**src/rtl/seg_xlate_pkg.sv**
```systemverilog
package seg_xlate_pkg;

  typedef enum logic [2:0] {
    FLT_NONE    = 3'd0,
    FLT_RANGE   = 3'd1,
    FLT_INVALID = 3'd2,
    FLT_LIMIT   = 3'd3,
    FLT_PERM    = 3'd4
  } fault_e;

  typedef enum logic [1:0] {
    ACC_RD  = 2'b00,
    ACC_WR  = 2'b01,
    ACC_EX  = 2'b10,
    ACC_RSV = 2'b11
  } acc_e;

  localparam int PERM_W  = 3;
  localparam int PERM_RD = 0;
  localparam int PERM_WR = 1;
  localparam int PERM_EX = 2;

endpackage

```
**src/rtl/seg_rst_sync.sv**
```systemverilog
module seg_rst_sync (
  input  logic clk,
  input  logic arst_n,
  output logic rst_n_o
);
  logic [1:0] sync_q;
  logic [1:0] sync_d;

  always_comb begin
    sync_d = {sync_q[0], 1'b1};
  end

  always_ff @(posedge clk or negedge arst_n) begin
    if (!arst_n) begin
      sync_q <= 2'b00;
    end else begin
      sync_q <= sync_d;
    end
  end

  assign rst_n_o = sync_q[1];
endmodule

```
**src/rtl/seg_table.sv**
```systemverilog
module seg_table #(
  parameter int SEG_COUNT = 8,
  parameter int SEG_W     = 3,
  parameter int LEN_W     = 4,
  parameter int PA_W      = 16,
  parameter int LIM_W     = 13,
  parameter int PERM_W    = 3
) (
  input  logic              clk,
  input  logic              rst_n,
  input  logic              wr_en,
  input  logic [SEG_W-1:0]  wr_idx,
  input  logic [PA_W-1:0]   wr_base,
  input  logic [LIM_W-1:0]  wr_limit,
  input  logic              wr_valid,
  input  logic [PERM_W-1:0] wr_perm,
  input  logic              len_we,
  input  logic [LEN_W-1:0]  len_din,
  input  logic [SEG_W-1:0]  rd_idx,
  output logic [PA_W-1:0]   rd_base,
  output logic [LIM_W-1:0]  rd_limit,
  output logic              rd_valid,
  output logic [PERM_W-1:0] rd_perm,
  output logic [LEN_W-1:0]  len_q
);
  logic [PA_W-1:0]   base_q  [SEG_COUNT];
  logic [LIM_W-1:0]  limit_q [SEG_COUNT];
  logic [PERM_W-1:0] perm_q  [SEG_COUNT];
  logic [SEG_COUNT-1:0] valid_q;

  logic [SEG_COUNT-1:0] ent_hit;
  logic [LEN_W-1:0]     len_d;

  // One write-select line per entry.
  for (genvar g = 0; g < SEG_COUNT; g++) begin : g_sel
    assign ent_hit[g] = wr_en && (wr_idx == SEG_W'(g));
  end

  always_comb begin
    len_d = len_din;
  end

  always_ff @(posedge clk or negedge rst_n) begin
    if (!rst_n) begin
      for (int i = 0; i < SEG_COUNT; i++) begin
        base_q[i]  <= '0;
        limit_q[i] <= '0;
        perm_q[i]  <= '0;
      end
      valid_q <= '0;
    end else begin
      for (int i = 0; i < SEG_COUNT; i++) begin
        if (ent_hit[i]) begin
          base_q[i]  <= wr_base;
          limit_q[i] <= wr_limit;
          perm_q[i]  <= wr_perm;
          valid_q[i] <= wr_valid;
        end
      end
    end
  end

  always_ff @(posedge clk or negedge rst_n) begin
    if (!rst_n) begin
      len_q <= '0;
    end else if (len_we) begin
      len_q <= len_d;
    end
  end

  assign rd_base  = base_q[rd_idx];
  assign rd_limit = limit_q[rd_idx];
  assign rd_perm  = perm_q[rd_idx];
  assign rd_valid = valid_q[rd_idx];
endmodule

```
**src/rtl/seg_check.sv**
```systemverilog
module seg_check
  import seg_xlate_pkg::*;
#(
  parameter int SEG_W  = 3,
  parameter int LEN_W  = 4,
  parameter int OFF_W  = 12,
  parameter int LIM_W  = 13,
  parameter int PA_W   = 16
) (
  input  logic [SEG_W-1:0]  seg,
  input  logic [OFF_W-1:0]  off,
  input  logic [1:0]        acc,
  input  logic [LEN_W-1:0]  len,
  input  logic [PA_W-1:0]   base,
  input  logic [LIM_W-1:0]  limit,
  input  logic              valid,
  input  logic [PERM_W-1:0] perm,
  output fault_e            fault,
  output logic [PA_W-1:0]   paddr
);
  logic seg_ok;
  logic off_ok;
  logic perm_ok;

  always_comb begin
    seg_ok = LEN_W'(seg) < len;
    off_ok = LIM_W'(off) < limit;
    case (acc_e'(acc))
      ACC_RD:  perm_ok = perm[PERM_RD];
      ACC_WR:  perm_ok = perm[PERM_WR];
      ACC_EX:  perm_ok = perm[PERM_EX];
      default: perm_ok = 1'b0;
    endcase
  end

  always_comb begin
    if (!seg_ok) begin
      fault = FLT_RANGE;
    end else if (!valid) begin
      fault = FLT_INVALID;
    end else if (!off_ok) begin
      fault = FLT_LIMIT;
    end else if (!perm_ok) begin
      fault = FLT_PERM;
    end else begin
      fault = FLT_NONE;
    end
    paddr = (fault == FLT_NONE) ? (base + PA_W'(off)) : '0;
  end
endmodule

```
**src/rtl/seg_xlate.sv**
```systemverilog
module seg_xlate
  import seg_xlate_pkg::*;
#(
  parameter int SEG_COUNT = 8,
  parameter int PA_W      = 16,
  parameter int OFF_W     = 12,
  localparam int SEG_W    = $clog2(SEG_COUNT),
  localparam int LEN_W    = SEG_W + 1,
  localparam int LIM_W    = OFF_W + 1
) (
  input  logic              clk,
  input  logic              rst_n,
  input  logic              cfg_entry_we,
  input  logic [SEG_W-1:0]  cfg_entry_idx,
  input  logic [PA_W-1:0]   cfg_base,
  input  logic [LIM_W-1:0]  cfg_limit,
  input  logic              cfg_valid,
  input  logic [2:0]        cfg_perm,
  input  logic              cfg_len_we,
  input  logic [LEN_W-1:0]  cfg_len,
  input  logic              req_valid,
  input  logic [SEG_W-1:0]  req_seg,
  input  logic [OFF_W-1:0]  req_off,
  input  logic [1:0]        req_acc,
  output logic              rsp_valid,
  output logic [PA_W-1:0]   rsp_paddr,
  output logic [2:0]        rsp_fault
);
  logic              rst_sync_n;
  logic [PA_W-1:0]   ent_base;
  logic [LIM_W-1:0]  ent_limit;
  logic              ent_valid;
  logic [PERM_W-1:0] ent_perm;
  logic [LEN_W-1:0]  len_q;
  fault_e            chk_fault;
  logic [PA_W-1:0]   chk_paddr;

  logic              vld_q, vld_d;
  fault_e            fault_q, fault_d;
  logic [PA_W-1:0]   paddr_q, paddr_d;

  seg_rst_sync u_rst (
    .clk     (clk),
    .arst_n  (rst_n),
    .rst_n_o (rst_sync_n)
  );

  seg_table #(
    .SEG_COUNT (SEG_COUNT),
    .SEG_W     (SEG_W),
    .LEN_W     (LEN_W),
    .PA_W      (PA_W),
    .LIM_W     (LIM_W),
    .PERM_W    (PERM_W)
  ) u_table (
    .clk      (clk),
    .rst_n    (rst_sync_n),
    .wr_en    (cfg_entry_we),
    .wr_idx   (cfg_entry_idx),
    .wr_base  (cfg_base),
    .wr_limit (cfg_limit),
    .wr_valid (cfg_valid),
    .wr_perm  (cfg_perm),
    .len_we   (cfg_len_we),
    .len_din  (cfg_len),
    .rd_idx   (req_seg),
    .rd_base  (ent_base),
    .rd_limit (ent_limit),
    .rd_valid (ent_valid),
    .rd_perm  (ent_perm),
    .len_q    (len_q)
  );

  seg_check #(
    .SEG_W (SEG_W),
    .LEN_W (LEN_W),
    .OFF_W (OFF_W),
    .LIM_W (LIM_W),
    .PA_W  (PA_W)
  ) u_check (
    .seg   (req_seg),
    .off   (req_off),
    .acc   (req_acc),
    .len   (len_q),
    .base  (ent_base),
    .limit (ent_limit),
    .valid (ent_valid),
    .perm  (ent_perm),
    .fault (chk_fault),
    .paddr (chk_paddr)
  );

  always_comb begin
    vld_d   = req_valid;
    fault_d = chk_fault;
    paddr_d = chk_paddr;
  end

  always_ff @(posedge clk or negedge rst_sync_n) begin
    if (!rst_sync_n) begin
      vld_q <= 1'b0;
    end else begin
      vld_q <= vld_d;
    end
  end

  always_ff @(posedge clk or negedge rst_sync_n) begin
    if (!rst_sync_n) begin
      fault_q <= FLT_NONE;
      paddr_q <= '0;
    end else if (req_valid) begin
      fault_q <= fault_d;
      paddr_q <= paddr_d;
    end
  end

  assign rsp_valid = vld_q;
  assign rsp_fault = fault_q;
  assign rsp_paddr = paddr_q;
endmodule

```
**config.mk**
```make
export PLATFORM = sky130hd
export DESIGN_NAME = seg_xlate
export DESIGN_NICKNAME = d
export VERILOG_FILES = /design/src/rtl/seg_xlate_pkg.sv /design/src/rtl/seg_rst_sync.sv /design/src/rtl/seg_table.sv /design/src/rtl/seg_check.sv /design/src/rtl/seg_xlate.sv
export SDC_FILE = /design/constraint.sdc
export NUM_CORES = 1
export LEC_CHECK = 0
export BUFFER_PORTS_ARGS = -buffer_cell sky130_fd_sc_hd__buf_2
export CORE_AREA = 4 4 173 175
export DETAILED_ROUTE_END_ITERATION = 7
export DIE_AREA = 0 0 177 179
export PLACE_DENSITY = 0.66
export SLEW_MARGIN = 20
export SYNTH_ARGS = -nofsm -noshare
export SYNTH_HDL_FRONTEND = slang
export SYNTH_HIERARCHICAL = 1
export SYNTH_SLANG_ARGS = --single-unit
```
**constraint.sdc**
```tcl
create_clock -name clk -period 12.3 [get_ports clk]
set_input_delay 1.23 -clock clk [delete_from_list [all_inputs] [get_ports clk]]
set_output_delay 1.23 -clock clk [all_outputs]
set_load 0.03 [all_outputs]
```
# == Word level (Yosys, flattened, before mapping) ==
# Index checks and enable logic that the tools add are counted.
# classes
add_sub_neg,1
order_cmp,4
n_eq_ne,9
n_mux,17
bitwise,1
n_reduce_logical,11
# ops
cell,count
16-bit binary-select mux with 3-bit select,1
16-bit two-way mux,3
13-bit binary-select mux with 3-bit select,1
13-bit two-way mux,2
3-bit two-way mux,6
16-bit by 12-bit adder with 16-bit output,1
12-bit by 13-bit < comparator with 1-bit output,1
"3-bit equality test, second input constant",4
3-bit binary-select mux with 3-bit select,1
1-bit logical AND,8
"3-bit by 2-bit equality test with 1-bit output, second input constant",2
3-bit zero test,2
"4-bit greater-or-equal comparator, second input constant",1
3-bit by 4-bit < comparator with 1-bit output,1
"3-bit by 4-bit < comparator with 1-bit output, second input constant",1
3-bit NOT with 4-bit output,1
1-bit binary-select mux with 3-bit select,1
"3-bit by 1-bit equality test with 1-bit output, second input constant",1
1-bit case mux with 3 select lines,1
"2-bit by 1-bit equality test with 1-bit output, second input constant",1
"2-bit equality test, second input constant",1
2-bit zero test,1
1-bit two-way mux,1
# word_totals
register_bits,290
inputBits,62
output_inout_bits,20
word_cells,80

# == Logic depth before layout (Yosys ltp) ==
# logic_depth
depth_word,11
ltp_mapped,14
depth_no_buf,11

# == Hierarchy ==
# The synthesis kept the hierarchy.
# by_module_without_submodules
module,instances,cells_each,area_per_inst_um2,seq_area_each_um2
seg_table,1,692,11987.7,6706.4
seg_check,1,161,1137.3,0.0
seg_xlate,1,41,783.3,500.5
seg_rst_sync,1,3,53.8,50.0

# == Worst setup path before layout ==
# OpenSTA, ideal clock, no wires.
# synth_path
path_kind,input to register
from,input req_seg[2]
to,register paddr_q[8] (netlist: rsp_paddr[8])
setup_ps,125
arrival_ps,4242
required_time_ps,12175
path_slack_ps,7933
path_stages,13
path_buffers,2
cell_sequence,buf_2 -> clkbuf_1 -> mux4_2 -> mux2_2 -> ha_1 -> fa_1 -> a211oi_1 -> o21bai_1 -> a2111oi_0 -> nor3_1 -> xnor2_1 -> nor2_1 -> mux2_4
# synth_between
word_cells_on_any_way,22
cone_classes,add/sub: 1; order compare: 2; mux: 17; bitwise: 1; reduce/logical: 1
# synth_rtl
item,line_no,rtl
start: declaration,seg_xlate.sv:22,"input logic [SEG_W-1:0] req_seg,"
3-bit NOT with 4-bit output (implied by the code),seg_table.sv:71,assign rd_base = base_q[rd_idx];
16-bit binary-select mux with 3-bit select,seg_table.sv:71,
16-bit two-way mux (implied by the code) (2 in series),seg_table.sv:71,
via ent_base[0],seg_xlate.sv:30,logic [PA_W-1:0] ent_base;
16-bit by 12-bit adder with 16-bit output,seg_check.sv:48,paddr = (fault == FLT_NONE) ? (base + PA_W'(off)) : '0;
16-bit two-way mux,seg_check.sv:48,
via chk_paddr[8],seg_xlate.sv:36,logic [PA_W-1:0] chk_paddr;
end signal: assignment,seg_xlate.sv:113,paddr_q <= paddr_d;
end: declaration,seg_xlate.sv:40,"logic [PA_W-1:0] paddr_q, paddr_d;"
# The timed path passes the listed nets, and every way through them passes these cells. The select of a mux whose other input is x is not followed.
# A chain may end at the register's enable or synchronous reset.

# == Worst setup path after layout ==
# layout_path
from,input req_seg[0]
to,register paddr_q[8] (netlist: rsp_paddr[8])
# Same word-level chain as after synthesis.

==> flow_summary.yaml <==
status:
  status: "finished, final reports clean"
worst_setup_path:
  r2r_slack_ns: 9.02
  critPathMaxStageDelay_ns: 0.72
  critPathKind: "primary input to flip-flop"
  start_kind: "primary input"
  path_cells: "buf_4 -> buf_4 -> mux4_2 -> mux2_2 -> ha_1 -> fa_1 -> a211oi_1 -> o21bai_1 -> a2111oi_0 -> nor3_1 -> xnor2_1 -> nor2_1 -> mux2_4"
  cp.arrival_ns: 5.45
  worstReg2RegEnd: "rsp_paddr[8]$_DFFE_PN0P_"
  ff2ff_path_depth: 11
  end_kind: "flip-flop"
  worstReg2RegStart: "u_table/base_q[0]$_DFFE_PN0P_"
  path_common_cell: "buf_4"
  critPathMaxFanout: 35
  cp.required_ns: 12.68
  critPathLaunch: "req_seg[0]"
  cp_slowest_cell: "buf_4"
detailed_routing:
  routed_wl_um: 29300
  topRoutingLayerUsed: "met5"
  drt_iter0_drc: 321
  wl_met2_um: 13500
  wl_met1_um: 14100
  dr_wl_met3_um: 1230
  antenna_left: 0
  via_count: 7834
  via_per_inst: 5.67
  avgRoutedWirePerCell_um: 21.2
  drt_first_pass_iters: 4
  drcViolationCount: 0
floorplan:
  die_width_um: 177
  die_area_um2: 31700
  io_pins: 82
  row_count: 62
  initial_core_util_pct: 49.0
  die_h_um: 179
  coreArea_um2: 28500
worst_hold_path:
  min_to: "u_rst/sync_q[1]$_DFF_PN0_"
  hold_depth: 0
  hold_start: "u_rst/sync_q[0]$_DFF_PN0_"
  hold_class: "flip-flop to flip-flop"
sta:
  final_hold_viol_count: 0
  maxClockFrequency_mhz: 197
  whs_ns: 0.354
  fin_crit_ns: 5.06
  finalMaxSlewViolations: 0
  tightestPinTransition_ns: 1.04
  rsz0062_at_grt: "false"
  slew-limit-headroom_pct: 31.0
  setup_tns_ns: 0
  finClkSkew_ns: 0.0218
  setup_viol: 0
  period_share_pct: 41.2
cts:
  cts_setup_buffers: 0
  cts_tree: "built"
  h-tree-depth: 2
  cts_made_buffers: 34
  cts.clk_slew.worst_paths_ns: 0.06
  insertion_delay_ns: 0.51
  clock-sinks: 290
  post_cts_resized: 0
  hold_buffers: 0
  root_buffer: "clkbuf_16"
  clock_path_buffers: 3
cells_and_area:
  utilization_pct: 55.4
  nets: 1061
  drive_gt1_share_pct: 42.4
  syn_to_final_growth_pct: 12.9
  final_common_cell: "dfrtp_1"
  fillCellCount: 2366
  antenna_cells: 0
  final_cell_mix: "dfrtp_1, mux2_2, mux2_1"
logic_synthesis:
  ys_seq_area_share_pct: 52.0
  netlist-cell-type-count: 51
  yosysWarnings: 6
  syn-cell-area_um2: 14000
  ys_ff_latch: 290
  syn_inst: 897
  syn_area_per_cell_um2: 15.6
  synth_nets: 985
power:
  vdd_drop_max_uv: 95.0
  power_per_cell_area_nw_per_um2: 179
  leakage_nw: 6.98
  p_total_mw: 2.83
placed_design:
  dp_hpwl_um: 17200
  gp_congestion: 0.880
  port_buffers: 81
grt:
  grt_max_degree: 163
  antenna_found_initial: 3
  grt_util_all_layers_pct: 19.2
  grt_overflow: 0
  grt_pass1_wl_um: 47100
  grt_pass1_vias: 8256
flow_run:
  maxCapViolations: 0
worst max-delay path by stage:
stage / endpoint / slack, ns / cells after the start
4_1_cts: rsp_paddr[8]$_DFFE_PN0P_ / 7.22 / 13
2_1_floorplan: rsp_fault[0]$_DFFE_PN0P_ / 3.62 / 0
6_report: rsp_paddr[8]$_DFFE_PN0P_ / 7.24 / 13
3_3_place_gp: rsp_paddr[8]$_DFFE_PN0P_ / 6.69 / 13
3_5_place_dp: rsp_paddr[8]$_DFFE_PN0P_ / 6.71 / 13
5_1_grt: rsp_paddr[8]$_DFFE_PN0P_ / 6.92 / 13
critical path: cells and delay by family:
family	cells	cell delay [ns]
adder cells (fa/ha/maj)	2	0.64
AND/OR/NAND/NOR	2	0.16
AO/OA/AOI/OAI	3	0.85
buffers and inverters	2	1.25
multiplexers	3	1.11
XOR/XNOR	1	0.14
kinds of logic after synthesis:
group / Yosys count / synth area share, %
multiplexers: 387 / 37.0
buffers and inverters: 75 / 3.06
AO/OA/AOI/OAI: 50 / 2.47
XOR/XNOR: 9 / 0.565
adder cells (fa/ha/maj): 26 / 2.38
other: 1 / 0.0269
flip-flops: 290 / 52.0
AND/OR/NAND/NOR: 59 / 2.56
metrics by stage:
stage               setup WS, ns  cell area, um2  std cells
finish                      7.24           15800       1381
global route                6.92           15800       1381
CTS                         7.22           15800       1381
detailed placement          6.71           14700       1321
global placement            6.69           14700       1321
floorplan                   3.62           14000        897
per-layer routing:
layer	vias up	global-route usage, %
li1	3511	-
met1	4146	28.2
met2	131	30.2
met3	40	3.46
met4	6	4.38
met5	-	0
cell usage after synthesis, drive strengths merged:
| cell | number | share of area, % |
|---|---|---|
| nand4b | 4 | 0.25 |
| inv | 21 | 0.56 |
| a22oi | 1 | 0.054 |
| nand2b | 4 | 0.18 |
| nand2 | 8 | 0.22 |
| ha | 25 | 2.2 |
| o21a | 1 | 0.054 |
| nor4 | 1 | 0.045 |
| a311oi | 1 | 0.19 |
| buf | 46 | 2.3 |
| o211ai | 1 | 0.054 |
| nand3b | 2 | 0.11 |
| xnor2 | 5 | 0.31 |
| mux4 | 66 | 11 |
| dfrtp | 290 | 52 |
| o21ai | 8 | 0.31 |
| xor2 | 4 | 0.25 |
| o21bai | 1 | 0.054 |
| and3 | 2 | 0.090 |
| a211oi | 2 | 0.11 |
| clkbuf | 8 | 0.22 |
| or2 | 2 | 0.090 |
| nor3 | 3 | 0.11 |
| nor2 | 18 | 0.57 |
| mux2 | 320 | 26 |
| o2111ai | 1 | 0.063 |
| nand4 | 1 | 0.045 |
| or3 | 3 | 0.13 |
| a21oi | 16 | 0.57 |
| a21o | 10 | 0.54 |
| fa | 1 | 0.14 |
| nor4bb | 3 | 0.22 |
| a41oi | 1 | 0.063 |
| a221oi | 2 | 0.17 |
| mux2i | 1 | 0.072 |
| a31oi | 4 | 0.18 |
| conb | 1 | 0.027 |
| a2111oi | 1 | 0.063 |
| nand3 | 7 | 0.34 |
| nor4b | 1 | 0.17 |
where the power goes:
part	switching [mW]	internal [mW]
Combinational	0.261	0.328
Clock	0.387	0.601
Sequential	0.0967	1.16
state kept, by name (all words and copies together) (netlist names):
signal and flops:
u_table/base_q 128, u_table/limit_q 104, u_table/perm_q 24, rsp_paddr 16, u_table/valid_q 8, u_table/len_q 4
rsp_fault 3, u_rst/sync_q 2, rsp_valid 1
cell type report:
class	count	area (um2)	area share, %
clock buffers	48	985	6.24
inverters	21	78.8	0.500
flip-flops and latches	290	7260	46.0
repair buffers	94	518	3.28
multi-input cells	532	6320	40.1
clock inverters	12	123	0.778
well taps	384	480	3.05
(Power assumes the default switching activity.)
